**src/rtl/halt_suspend_ctl.sv**
```systemverilog
module halt_suspend_ctl #(
  parameter int REF_HOLD_MAX = 32
) (
  input  logic clk,
  input  logic rst_n,
  input  logic halt_strobe_i,
  input  logic sus_en_i,
  input  logic halt_cyc_done_i,
  input  logic pci_busy_i,
  input  logic refresh_busy_i,
  input  logic intr_i,
  input  logic intr_mask_i,
  input  logic smi_n_i,
  output logic sus_ack_n_o,
  output logic halt_cyc_req_o,
  output logic wake_o
);
  localparam int CW = $clog2(REF_HOLD_MAX + 1);

  typedef enum logic [2:0] {S_IDLE, S_HCYC, S_DRAIN, S_SUSP, S_MSTR, S_RHOLD} st_t;

  st_t           st;
  logic          ack_q, wake_q, pend;
  logic [CW-1:0] rcnt;

  wire wake_cond = (intr_i & ~intr_mask_i) | ~smi_n_i;

  assign sus_ack_n_o    = ~ack_q;
  assign halt_cyc_req_o = (st == S_HCYC);
  assign wake_o         = wake_q;

  always_ff @(posedge clk or negedge rst_n) begin
    if (!rst_n) begin
      st     <= S_IDLE;
      ack_q  <= 1'b0;
      wake_q <= 1'b0;
      pend   <= 1'b0;
      rcnt   <= '0;
    end else begin
      wake_q <= 1'b0;
      case (st)
        S_IDLE: begin
          pend <= 1'b0;
          if (halt_strobe_i && sus_en_i) st <= S_HCYC;
        end
        S_HCYC: begin
          if (wake_cond) pend <= 1'b1;
          if (halt_cyc_done_i) st <= S_DRAIN;
        end
        S_DRAIN: begin
          if (wake_cond) pend <= 1'b1;
          if (!pci_busy_i) begin
            st    <= S_SUSP;
            ack_q <= 1'b1;
          end
        end
        S_SUSP: begin
          if (wake_cond || pend) begin
            if (refresh_busy_i) begin
              st   <= S_RHOLD;
              rcnt <= '0;
            end else begin
              st     <= S_IDLE;
              ack_q  <= 1'b0;
              wake_q <= 1'b1;
            end
          end else if (pci_busy_i) begin
            st    <= S_MSTR;
            ack_q <= 1'b0;
          end
        end
        S_MSTR: begin
          if (wake_cond) pend <= 1'b1;
          if (!pci_busy_i) begin
            if (pend || wake_cond) begin
              if (refresh_busy_i) begin
                st   <= S_RHOLD;
                rcnt <= '0;
              end else begin
                st     <= S_IDLE;
                wake_q <= 1'b1;
              end
            end else begin
              st    <= S_SUSP;
              ack_q <= 1'b1;
            end
          end
        end
        S_RHOLD: begin
          rcnt <= rcnt + 1'b1;
          if (!refresh_busy_i || rcnt == CW'(REF_HOLD_MAX - 1)) begin
            st     <= S_IDLE;
            ack_q  <= 1'b0;
            wake_q <= 1'b1;
          end
        end
        default: st <= S_IDLE;
      endcase
    end
  end
endmodule


```
**config.mk**
```make
export PLATFORM = sky130hd
export DESIGN_NAME = halt_suspend_ctl
export DESIGN_NICKNAME = d
export VERILOG_FILES = /design/src/rtl/halt_suspend_ctl.sv
export SDC_FILE = /design/constraint.sdc
export NUM_CORES = 1
export LEC_CHECK = 0
export BUFFER_PORTS_ARGS = -buffer_cell sky130_fd_sc_hd__buf_2
export CAP_MARGIN = 20
export CORE_ASPECT_RATIO = 0.6
export CORE_MARGIN = 1.5
export CORE_UTILIZATION = 30
export DETAILED_ROUTE_END_ITERATION = 16
export SLEW_MARGIN = 20
export SYNTH_ARGS = -nofsm -noshare
export SYNTH_HDL_FRONTEND = slang
export SYNTH_SLANG_ARGS = --single-unit
```
**constraint.sdc**
```tcl
create_clock -name clk -period 4.5 [get_ports clk]
set_input_delay 0.675 -clock clk [delete_from_list [all_inputs] [get_ports clk]]
set_output_delay 0.675 -clock clk [all_outputs]
set_load 0.02 [all_outputs]
```
==> results.txt <==
Antenna Diode Count: 0
First-pass GRT wire length: 3.381 mm
Slew Limit Fails: 0
Critical-path top delay cell: dfrtp_1
Hold_buf cts: 0
Post-Route Skew: 0.001157 ns
Gate Count Post-Synth: 95
Sw Ratio: 43.23%
Share of cells above drive strength 1: 21.90%
DRT Wirelength: 2.008 mm
RSZ-0062 raised after global routing: false
Syn Area/Cell: 8.930 µm²
Final ANT Viol Nets: 0
FF-to-FF End: ack_q$_DFFE_PN0P_
Post-synth EDFFs: 0
Gpl congestion: 0.8737
CTS tree: done
DRC viols: 0
H-tree depth: 1
Per-cell routed wire length: 14.66 µm
Final Cycle Share: 48.13%
Initial antenna violation count: 0
Crit path max-delay family: flip-flops
Slew margin rel.: 61.02%
Port Buf Inserts: 12
CP endpoint kind: output port
Tot Pwr: 0.0006027 W
Crit path launch type: register
Total leakage power: 0.4615 nW
Die Area: 3166 µm²
Final setup vio count: 0
Total GRT Usage: 14.30%
Largest net degree at the start of global routing: 18
Starting utilization of the core area: 32.72%
Via/cell ratio: 5.533
Ys flop type: dfrtp_1
Seq/Total Area, Yosys: 35.40%
GR Overflow Total: 0
CTS max path bufs: 2
Tmin final: 2.166 ns
CP Buf/Inv Count: 2
Dpl hpwl: 1.422 mm
R2r setup slk: 2.52 ns
Final Hold Fails: 0
Clock slew at reported path FFs: 0.06 ns
Drt first-iter violations: 41
Cell Pwr Density: 625.6 nW/µm²
Hold Path Class: in -> async
Layout fillers: 267
Req. time, crit path: 3.83 ns
First-pass DRT Iterations: 6
Area grow syn2layout: 13.57%
CP Max Fanout: 17
PostCTS Resize Cnt: 0
Worst r2r path cells: 5
Vias in the first global route: 671
Seq pwr share: 35.4%
CTS Sinks: 12
Vias: 758
Post-synth net total: 106
Clk Latency, worst-skew pair: 0.25 ns
Setup CP Type: reg -> out
Post-DP Area: 908.4 µm²
Least-Margin Pin Slew: 0.5699 ns
Ys async rst share: 100.0%
Cell Area, Synth: 848.3 µm²
Cell Rows: 14
Synthesis Warnings: 0
#FFs+latches synth: 12
Max cap viols: 0
Worst path max stage delay: 0.69 ns
CORE AREA: 2592 µm²
WP data arrival: 1.49 ns
Outcome: finished clean
Clock share of power: 20.5%
DIE WIDTH: 71.65 µm
Power Internal: 0.0003421 W
DIE HEIGHT: 44.19 µm
Root Buffer: clkbuf_8
Fmax: 461.7 MHz
Sw power: 0.0002606 W
Design area: 963.4 µm²
Total negative slack: 0 ns
Total setup buffers inserted after CTS: 0
Io pins: 13
Cts bufs inserted: 3
Cell variety after synth: 43
Crit-path cells: inv_1 > nor3_1 > buf_2
Worst flop-to-flop path startpoint: st[0]$_DFFE_PN0P_
Layout Nets: 117
Comb power frac: 44.1%
Peak VDD IR: 247.3 µV
==> kinds of logic (layout without fill, tap and decap cells) <==
kind of cell / Yosys count / in the layout / synth area share (%)
AOI/OAI and AO/OA: 27 / 27 / 23.75
xor gates and xnor gates: 2 / 2 / 2.065
adders and majority gates: 1 / 1 / 1.475
buffers and inverters: 10 / 20 / 6.488
DFF: 12 / 12 / 35.40
muxes: 3 / 3 / 4.129
and+or+nand+nor: 40 / 40 / 26.70
==> registers in the layout, indices dropped and copies added (netlist names) <==
signal and count:
rcnt 6, pend 1, st 3, wake_o 1
ack_q 1
==> through the flow <==
| stage | worst slack (ns) | std cells | util (%) | hold WS [ns] |
|---|---|---|---|---|
| final | 2.334 | 137 | 37.16 | 0.2950 |
| after detailed placement | 2.390 | 133 | 35.04 | 0.4963 |
| after global routing | 2.172 | 137 | 37.16 | 0.3132 |
| after global placement | 2.414 | 133 | 35.04 | 0.4983 |
| after CTS | 2.331 | 137 | 37.16 | 0.3046 |
| after floorplan | 2.549 | 95 | - | 0.3794 |
==> worst register-to-register path: cells and delay by family (launching register included) <==
kind            cells  cell delay [ns]
compound gates      3             0.58
mux                 1             0.30
simple gates        1             0.30
flops               1             0.69
==> power groups by stage <==
stage / logic, W / registers [W] / clock network, W
floorplan: 0.000256 / 0.000167 / 0
global placement: 0.000258 / 0.000213 / 0
detailed placement: 0.000261 / 0.000213 / 0
CTS: 0.000265 / 0.000212 / 0.000125
global route: 0.000295 / 0.000222 / 0.000129
finish: 0.000266 / 0.000213 / 0.000123
==> placed cells by master (no fill, tap or decap), types with 2 or more instances in the layout <==
cell,count
dfrtp_1,12
nand2_1,9
o211a_1,2
nor3b_1,2
a21oi_1,5
o21ai_0,3
a211o_1,4
nor2_1,8
mux2i_1,2
nor2b_1,2
buf_2,12
a31oi_1,2
a21o_1,2
o2bb2ai_1,2
inv_1,3
nor3_1,3
nand3_1,4
clkbuf_8,4
nand2b_4,2
==> synth_stat cells, types with 2 or more instances <==
cell | instances | share of area (%)
dfrtp_1 | 12 | 35
nand2_1 | 9 | 4.0
nor2_1 | 8 | 3.5
a21oi_1 | 5 | 2.9
a211o_1 | 4 | 4.1
nand3_1 | 4 | 2.4
inv_1 | 3 | 1.3
nor3_1 | 3 | 1.8
o21ai_0 | 3 | 1.8
a21o_1 | 2 | 1.8
a31oi_1 | 2 | 1.5
buf_2 | 2 | 1.2
buf_4 | 2 | 1.8
mux2i_1 | 2 | 2.4
nand2b_4 | 2 | 3.2
nor2b_1 | 2 | 1.5
nor3b_1 | 2 | 1.8
o211a_1 | 2 | 2.4
o2bb2ai_1 | 2 | 2.1
==> how the worst max path moves through the flow <==
stage,endpoint,from,cells after the start
floorplan,ack_q$_DFFE_PN0P_,intr_i,6
global placement,ack_q$_DFFE_PN0P_,intr_i,6
detailed placement,ack_q$_DFFE_PN0P_,intr_i,6
CTS,halt_cyc_req_o,st[0]$_DFFE_PN0P_,3
global route,halt_cyc_req_o,st[0]$_DFFE_PN0P_,3
finish,halt_cyc_req_o,st[0]$_DFFE_PN0P_,3
==> per-layer routing <==
metal  part of all wire [%]  GRT usage [%]  vias up
li1                       -              -      364
met1                     53          21.85      364
met2                     40          18.89       28
met3                    6.0          4.784        2
met4                   0.75          3.774        0
met5                      0              0        -
==> area by class of cell <==
cell class                      instances  area (µm²)  area share (%)
Multi-Input combinational cell         73       493.0           51.17
Inverter                                4       15.01           1.558
Clock buffer                            4       55.05           5.714
Timing Repair Buffer                   12       60.06           6.234
Tap cell                               32       40.04           4.156
Sequential cell                        12       300.3           31.17
Note: power is estimated with default switching activity, not from simulation.
